--- config.mk ---
export PLATFORM = sky130hd
export DESIGN_NAME = tcs_serial_negate
export DESIGN_NICKNAME = d
export VERILOG_FILES = /design/src/rtl/tcs_pkg.sv /design/src/rtl/tcs_phase_tracker.sv /design/src/rtl/tcs_bit_stage.sv /design/src/rtl/tcs_serial_negate.sv
export SDC_FILE = /design/constraint.sdc
export NUM_CORES = 1
export LEC_CHECK = 0
export ABC_AREA = 1
export BUFFER_PORTS_ARGS = -buffer_cell sky130_fd_sc_hd__buf_2
export CORE_AREA = 2 2 39 41
export CTS_CLUSTER_DIAMETER = 60
export CTS_CLUSTER_SIZE = 12
export DETAILED_ROUTE_END_ITERATION = 10
export DIE_AREA = 0 0 41 43
export SYNTH_ARGS = -nofsm -noshare
export SYNTH_HDL_FRONTEND = slang
export SYNTH_SLANG_ARGS = --single-unit
--- constraint.sdc ---
create_clock -name clk -period 1.19 [get_ports clk]
set_input_delay 0.119 -clock clk [delete_from_list [all_inputs] [get_ports clk]]
set_output_delay 0.119 -clock clk [all_outputs]
set_load 0.03 [all_outputs]
--- src/rtl/tcs_pkg.sv ---
package tcs_pkg;

   // Scan phase of the current word.
   typedef enum logic {
      PH_SEEK   = 1'b0,   // no 1 accepted yet: bits pass through
      PH_INVERT = 1'b1    // first 1 already passed: bits are flipped
   } tcs_phase_e;

endpackage

--- src/rtl/tcs_phase_tracker.sv ---
module tcs_phase_tracker
   import tcs_pkg::*;
(
   input  logic       clk,
   input  logic       rst,
   input  logic       start,
   input  logic       in_valid,
   input  logic       in_bit,
   output tcs_phase_e phase,
   output logic       flip_now
);

   tcs_phase_e phase_q;
   tcs_phase_e phase_base;

   // A start strobe accepted with a bit clears the phase for that very bit.
   always_comb begin
      phase_base = (in_valid && start) ? PH_SEEK : phase_q;
      flip_now   = (phase_base == PH_INVERT);
   end

   always_ff @(posedge clk) begin
      if (rst) begin
         phase_q <= PH_SEEK;
      end else if (in_valid) begin
         if (in_bit || (phase_base == PH_INVERT))
            phase_q <= PH_INVERT;
         else
            phase_q <= PH_SEEK;
      end
   end

   assign phase = phase_q;

   AST_PHASE_HOLD: assert property (@(posedge clk) disable iff (rst)
      !in_valid |=> $stable(phase_q));

   AST_ONE_ARMS: assert property (@(posedge clk) disable iff (rst)
      (in_valid && in_bit) |=> (phase_q == PH_INVERT));

   AST_START_ZERO_CLEARS: assert property (@(posedge clk) disable iff (rst)
      (in_valid && start && !in_bit) |=> (phase_q == PH_SEEK));

endmodule

--- src/rtl/tcs_bit_stage.sv ---
module tcs_bit_stage (
   input  logic clk,
   input  logic rst,
   input  logic in_valid,
   input  logic in_bit,
   input  logic flip,
   output logic out_valid,
   output logic out_bit
);

   logic valid_q;
   logic bit_q;

   always_ff @(posedge clk) begin
      if (rst) begin
         valid_q <= 1'b0;
         bit_q   <= 1'b0;
      end else begin
         valid_q <= in_valid;
         bit_q   <= in_valid & (in_bit ^ flip);
      end
   end

   assign out_valid = valid_q;
   assign out_bit   = bit_q;

   AST_VALID_ECHO_HI: assert property (@(posedge clk) disable iff (rst)
      in_valid |=> out_valid);

   AST_VALID_ECHO_LO: assert property (@(posedge clk) disable iff (rst)
      !in_valid |=> !out_valid);

   AST_QUIET_ZERO: assert property (@(posedge clk) disable iff (rst)
      !out_valid |-> !out_bit);

endmodule

--- src/rtl/tcs_serial_negate.sv ---
module tcs_serial_negate
   import tcs_pkg::*;
(
   input  logic clk,
   input  logic rst,
   input  logic start,
   input  logic in_valid,
   input  logic in_bit,
   output logic out_valid,
   output logic out_bit
);

   tcs_phase_e phase;
   logic       flip_now;

   tcs_phase_tracker u_track (
      .clk      (clk),
      .rst      (rst),
      .start    (start),
      .in_valid (in_valid),
      .in_bit   (in_bit),
      .phase    (phase),
      .flip_now (flip_now)
   );

   tcs_bit_stage u_stage (
      .clk       (clk),
      .rst       (rst),
      .in_valid  (in_valid),
      .in_bit    (in_bit),
      .flip      (flip_now),
      .out_valid (out_valid),
      .out_bit   (out_bit)
   );

   AST_SEEK_PASS: assert property (@(posedge clk) disable iff (rst)
      (in_valid && (phase == PH_SEEK)) |=> (out_bit == $past(in_bit)));

   AST_START_PASS: assert property (@(posedge clk) disable iff (rst)
      (in_valid && start) |=> (out_bit == $past(in_bit)));

   AST_AFTER_ONE_FLIP: assert property (@(posedge clk) disable iff (rst)
      (in_valid && !start && (phase == PH_INVERT)) |=> (out_bit != $past(in_bit)));

   AST_STRAY_START: assert property (@(posedge clk) disable iff (rst)
      (!in_valid && start) |=> $stable(phase));

endmodule

# ---- Word level (Yosys, flattened, before mapping)
# Cells that the tools add are included.
dict set report classes {
  n_shift 0
  mul 0
  div_mod_pow 0
  muxes 2
  reduce_logical 2
  bitwise_logic 2
  order_cmp 0
  addsub 0
  n_eq_ne 0
}
# op n
set ops {}
lappend ops {{$mux 1} 2}
lappend ops {{$and 1x1->1} 1}
lappend ops {{$logic_and 1x1->1} 1}
lappend ops {{$logic_or 1x1->1} 1}
lappend ops {{$xor 1x1->1} 1}
dict set report totals {
  output_inout_bits 2
  mem_bits_ro 0
  memories 0
  reg_bits 3
  ram_bits 0
  inputBits 5
  latchBits 0
}

# ---- Depth between registers and ports, before layout
# Gate-level depths: netlist (run 1).
dict set report logic_depth {
  depth_word 4
  mapped_depth 6
  mapped_depth_nobuf 6
}

# ---- Modules after synthesis
# A second synthesis (run 1) with hierarchy kept.
dict set report unflattened {
  hier_cells 15
  area_unflattened_um2 113.9
}
# mod instances cells_each area_each_um2 seq_area_each_um2
set by_module_without_submodules {}
lappend by_module_without_submodules {tcs_bit_stage 1 9 67.6 40.0}
lappend by_module_without_submodules {tcs_phase_tracker 1 6 46.3 20.0}

# ---- Worst setup path before layout (run 1)
# OpenSTA, ideal clock, no wires.
dict set report synth_timing {
  kind {register -> register}
  startpoint {register u_track.phase_q (netlist: u_track.phase)}
  endpoint {register u_stage.bit_q (netlist: u_stage.out_bit)}
  setup_ns 0.109
  period_less_slack_ns 0.807
  path_stages_with_launch 5
  setup_slack_ns 0.383
  t_arrival_ns 0.697
  cell_sequence {dfxtp_1 > nand2_1 > ha_1 > nand2_1 > nor2_1}
}
dict set report synth_between {
  elab_chain_cells 3
}
# element line
set synth_rtl {}
lappend synth_rtl {{start: declaration} tcs_phase_tracker.sv:13} ;# tcs_phase_e phase_q;
lappend synth_rtl {{start signal: assignment} tcs_phase_tracker.sv:24} ;# phase_q <= PH_SEEK;
lappend synth_rtl {{start signal: assignment} tcs_phase_tracker.sv:27} ;# phase_q <= PH_INVERT;
lappend synth_rtl {{start signal: assignment} tcs_phase_tracker.sv:29} ;# phase_q <= PH_SEEK;
lappend synth_rtl {{$mux 1} tcs_phase_tracker.sv:18} ;# phase_base = (in_valid && start) ? PH_SEEK : phase_q;
lappend synth_rtl {{$xor 1x1->1} tcs_bit_stage.sv:20} ;# bit_q <= in_valid & (in_bit ^ flip);
lappend synth_rtl {{$and 1x1->1} tcs_bit_stage.sv:20}
lappend synth_rtl {{end signal: assignment} tcs_bit_stage.sv:20}
lappend synth_rtl {{end: declaration} tcs_bit_stage.sv:12} ;# logic bit_q;
# No other way between the ends.
# A chain may end at the register's enable or synchronous reset.

# ---- Worst setup path in the final report (run 1)
# Ends and elaborated chain as after synthesis.

==> results of run 1 <==
## logic make-up (layout without fill, tap and decap cells)
| family | Yosys count | count (layout) |
|---|---|---|
| adders and majority gates | 1 | 1 |
| DFF | 3 | 3 |
| and+or+nand+nor | 8 | 8 |
| buffers and inverters | 4 | 14 |
## state kept, by name, indices dropped and copies added, names as in the netlist
name	flops
u_stage.out_valid	1
u_stage.out_bit	1
u_track.phase	1
## critical path: cells and delay by family (launching register included)
| family | cells | cell delay, ns |
|---|---|---|
| adder cells (fa/ha/maj) | 1 | 0.27 |
| AND/OR/NAND/NOR | 3 | 0.16 |
| flip-flops | 1 | 0.33 |
## worst paths after layout
kind | startpoint | to | slack [ns] | depth (start not counted)
setup / recovery | u_track.phase | u_stage.out_bit | 0.32 | 4
setup reg to reg | u_track.phase | u_stage.out_bit | 0.32 | 4
hold / removal | rst | u_stage.out_bit | 0.07 | 2
hold reg to reg | u_track.phase | u_track.phase | 0.48 | 2
## layer usage
metal,global-route usage (%),vias up,routed length [um]
li1,-,67,-
met1,4.140,38,134
met2,2.813,8,70
met3,6.283,0,51
met4,4.000,0,0
met5,0,-,0
## layout by cell type, fill, tap and decap left out, drive strengths merged
cell and instances:
buf 6, nand2 4, inv 4, clkbuf 4
dfxtp 3, nor2 2, nand3 2, ha 1
## power by group through the flow
stage	Clock, mW	Combinational [mW]	Sequential (mW)
3_5_place_dp	0	0.0336	0.111
4_1_cts	0.192	0.0336	0.109
2_1_floorplan	0	0.0120	0.118
5_1_grt	0.210	0.0382	0.109
3_3_place_gp	0	0.0333	0.111
6_report	0.184	0.0334	0.109
## area by class of cell
class	count	share of cell area, %
inverter	4	7.643
timing repair buffer	6	15.29
tap	16	10.19
multi-input combinational	9	22.93
clock buffer	4	13.38
sequential	3	30.57
==> flow_summary.toml, run 1 <==
[routing]
drt.antenna.violating_nets = 0
drc = 0
dr.pass1.iters = 1
avgRoutedWirePerCell_um = 6.119
vias = 113
wirelength_um = 257
viasPerCell = 2.690
drtIter0Drc = 0

[layout]
fill_cells = 158
drive_above_1_share_pct = 34.62
finalCoreUtilization_pct = 14.20
num_antenna_cells = 0
area_growth_pct = 63.54
design_area_um2 = 196.4
layout.cells.non_filler = 42
seqCellArea_um2 = 60.06
multiInputGateArea_um2 = 45.04
fin_nets = 33

[sta]
fin_skew_ns = 0.0001029
final-hold-violation-count = 0
setup-violations-final = 0
rsz0062_at_grt = "no"
drv_slew = 0
fmaxAchievable_ghz = 1.156
fin_crit_sh_pct = 72.71
worst_slew_pin_slew_ns = 0.1543
min_period_ns = 0.8652
fin_ws_ns = 0.3248
whs_ns = 0.06842
slew_headroom_pct = 89.78
setup_tns_ns = 0

[die]
start_util_pct = 8.680
die_w_um = 41
core_area_um2 = 1384
row_count = 14
die_y_um = 43
die_area_um2 = 1763
num_io_pins = 7

[global_routing]
grt_max_degree = 5
grt_usage_pct = 4.004
antenna_found_initial = 0
grt_pass1_wl_um = 372
grt_pass1_vias = 91
overflow = 0

[synth]
synthArstFlopShare_pct = 0
avgSynthCellArea_um2 = 7.507
synthSimpleGateAreaFrac_pct = 27.08
ys.flop_type = "dfxtp_1"
yosysWarnings = 0
synth_area_um2 = 120.1
yosys.area.top_type_share_pct = 50.00
synth_edf_count = 0
yosysUniqueCellTypes = 6
ys_seq_area_share_pct = 50.00
synth_top_family_by_area = "simple AND/OR/NAND/NOR gates"
yosysTopAreaCell = "dfxtp_1"
synthesis.instances = 16
synth_xor_area_share_pct = 0
ys_ff_latch = 3
synth_compound_area_share_pct = 0
yosys.area_share.adder_pct = 10.42
synth.area.mux_share_pct = 0
synthTopCellsByArea = "dfxtp_1 (50%), inv_1 (13%), nand2_1 (13%)"
synth_common_cells = "inv_1 (4), nand2_1 (4), dfxtp_1 (3)"
synth_nets = 22

[placement]
dp_slack_ns = 0.3360
dp_cells = 38
dp_hpwl_um = 180.8
gp_congestion = 0.6252
port_buffers = 6
place_area_um2 = 170.2

[worst_setup_path]
crit_path_end_kind = "register"
crit_slowest_cell = "dfxtp_1"
required_ns = 1.32
crit_path_start_kind = "register"
critPathMaxFanout = 2
cp.arrival_ns = 1.00
cp_cell_sequence = "nand2_1 > ha_1 > nand2_1 > nor2_1"
path_common_cell = "nand2_1"
path_class = "reg -> reg"
max_stage_delay_ns = 0.33

[power_and_ir_drop]
switchingPower_mw = 0.08048
swShare_pct = 24.62
intPower_mw = 0.2465
vdd_drop_max_uv = 635.8
total_power_mw = 0.3270
clkPwrFrac_pct = 56.4
p_comb_share_pct = 10.2
seqPwrFrac_pct = 33.4
powerDensity_nw_per_um2 = 1664
leakagePower_nw = 0.1107

[cts]
clk_pin_slew_worst_paths_ns = 0.04
clock_tree.buffer_depth = 2
cts_setup_buffers = 0
cts_buffers = 3
cts_resized = 0
cts_tree = "built"
htreeDepth = 1
insertion_delay_ns = 0.24
clockRootBuffer = "clkbuf_4"
cts_hold_buf = 0
cts_sinks = 3

[run]
maxCapViolations = 0

[min_path]
min_path_type = "in -> reg"

[status]
status = "completed"
(Power assumes the default switching activity.)
==> inputs of run 2 (changes only) <==
==> constraint.sdc (replaced) <==
create_clock -name clk -period 0.8 [get_ports clk]
set_input_delay 0.08 -clock clk [delete_from_list [all_inputs] [get_ports clk]]
set_output_delay 0.08 -clock clk [all_outputs]
set_load 0.03 [all_outputs]
==> run 2 against run 1 <==
Against the previous run: the run now ends with negative setup slack left; die area is the same; final area grew 8.9%; power grew 53%; first-iteration DRC count is the same; setup slack lost 0.37 ns; largest cell class unchanged; sequential power grew 50%; worst hold slack lost 0.043 ns; via count grew 25%; clock skew is essentially flat; clock power grew 51%; combinational power grew 75%.
==> flow_summary.toml, run 2 (synthesis results as in run 1) <==
[status]
status = "finished with violations"
violations = "negative setup slack"

[cts]
cts_resized = 2
clockRootBuffer = "clkbuf_4"
clock_tree.buffer_depth = 2
clk_pin_slew_worst_paths_ns = 0.04
cts_hold_buf = 0
cts_sinks = 3
htreeDepth = 1
insertion_delay_ns = 0.24
cts_tree = "built"
cts_buffers = 3
cts_setup_buffers = 0

[worst_setup_path]
crit_buf_inv = 0
cp_cell_sequence = "nand2_1 > ha_1 > nand2_1 > nor2_1"
path_class = "reg -> reg"
max_stage_delay_ns = 0.32
crit_slowest_cell = "dfxtp_2"
cp.arrival_ns = 0.98
crit_path_end_kind = "register"
crit_path_start_kind = "register"
critPathMaxFanout = 2
cp_top_family = "flip-flops"
required_ns = 0.94
path_common_cell = "nand2_1"

[global_routing]
antenna_found_initial = 0
grt_usage_pct = 5.311
grt_pass1_wl_um = 510
grt_max_degree = 4
overflow = 0
grt_pass1_vias = 162

[power_and_ir_drop]
clkPwrFrac_pct = 55.5
powerDensity_nw_per_um2 = 2334
seqPwrFrac_pct = 32.8
swShare_pct = 24.86
p_comb_share_pct = 11.7
switchingPower_mw = 0.1241
intPower_mw = 0.3753
leakagePower_nw = 0.1172
total_power_mw = 0.4994
vdd_drop_max_uv = 303.3

[layout]
seqCellArea_um2 = 61.31
finalCoreUtilization_pct = 15.46
area_growth_pct = 78.13
drive_above_1_share_pct = 40.74
multiInputGateArea_um2 = 45.04
fin_nets = 34
layout_common_cells = "nand2_1 (4), inv_1 (4), buf_2 (4)"
fill_cells = 157
num_antenna_cells = 0

[placement]
dp_slack_ns = -0.05404
gp_congestion = 0.5682
dp_hpwl_um = 197.7
port_buffers = 6

[sta]
fin_ws_ns = -0.04693
worst_slew_pin_slew_ns = 0.09275
final-hold-violation-count = 0
fin_crit_sh_pct = 105.9
min_period_ns = 0.8469
slew_headroom_pct = 93.87
setup_tns_ns = -0.04693
rsz0062_at_grt = "yes"
drv_slew = 0
fmaxAchievable_ghz = 1.181
fin_skew_ns = 0.00001846
setup-violations-final = 1

[routing]
drtIter0Drc = 0
dr.pass1.iters = 1
drt.antenna.violating_nets = 0
wirelength_um = 292
avgRoutedWirePerCell_um = 6.791
drc = 0
viasPerCell = 3.279
vias = 141

[run]
maxCapViolations = 0

[die]
die_area_um2 = 1763
core_area_um2 = 1384
die_w_um = 41
start_util_pct = 8.680
die_y_um = 43
num_io_pins = 7
row_count = 14

[min_path]
min_path_type = "in -> reg"
[run 2: cell type report]
cell class | count | area share, %
Tap cell | 16 | 9.357
Sequential cell | 3 | 28.65
Clock buffer | 4 | 12.28
Timing Repair Buffer | 7 | 21.64
Multi-Input combinational cell | 9 | 21.05
Inverter | 4 | 7.018
[run 2: power groups by stage]
stage               registers (mW)  logic (mW)  clock network [mW]
floorplan                    0.176      0.0177                   0
global placement             0.164      0.0525                   0
detailed placement           0.165      0.0534                   0
CTS                          0.163      0.0570               0.288
global route                 0.165      0.0661               0.308
finish                       0.164      0.0585               0.277
[run 2: stage by stage]
step,instances,area [um^2],hold slack [ns]
after global placement,39,177.7,0.2750
after floorplan,16,120.1,0.1515
after CTS,43,207.7,0.02437
final,43,214.0,0.02561
after global routing,43,214.0,0.03416
after detailed placement,39,177.7,0.2729
[run 2: routing by layer]
metal | up-vias | wire length (um) | global-route usage (%)
li1 | 69 | - | -
met3 | 3 | 19 | 1.571
met2 | 6 | 180 | 7.813
met4 | 0 | 26 | 12.00
met1 | 63 | 66 | 2.236
met5 | - | 0 | 0
[run 2: path summary, 6_finish.rpt]
path	cells past startpoint	endpoint	slack, ns	from
max	4	u_stage.out_bit	-0.05	u_track.phase
min	2	u_stage.out_bit	0.03	rst
max reg2reg	4	u_stage.out_bit	-0.05	u_track.phase
min reg2reg	2	u_track.phase	0.47	u_track.phase
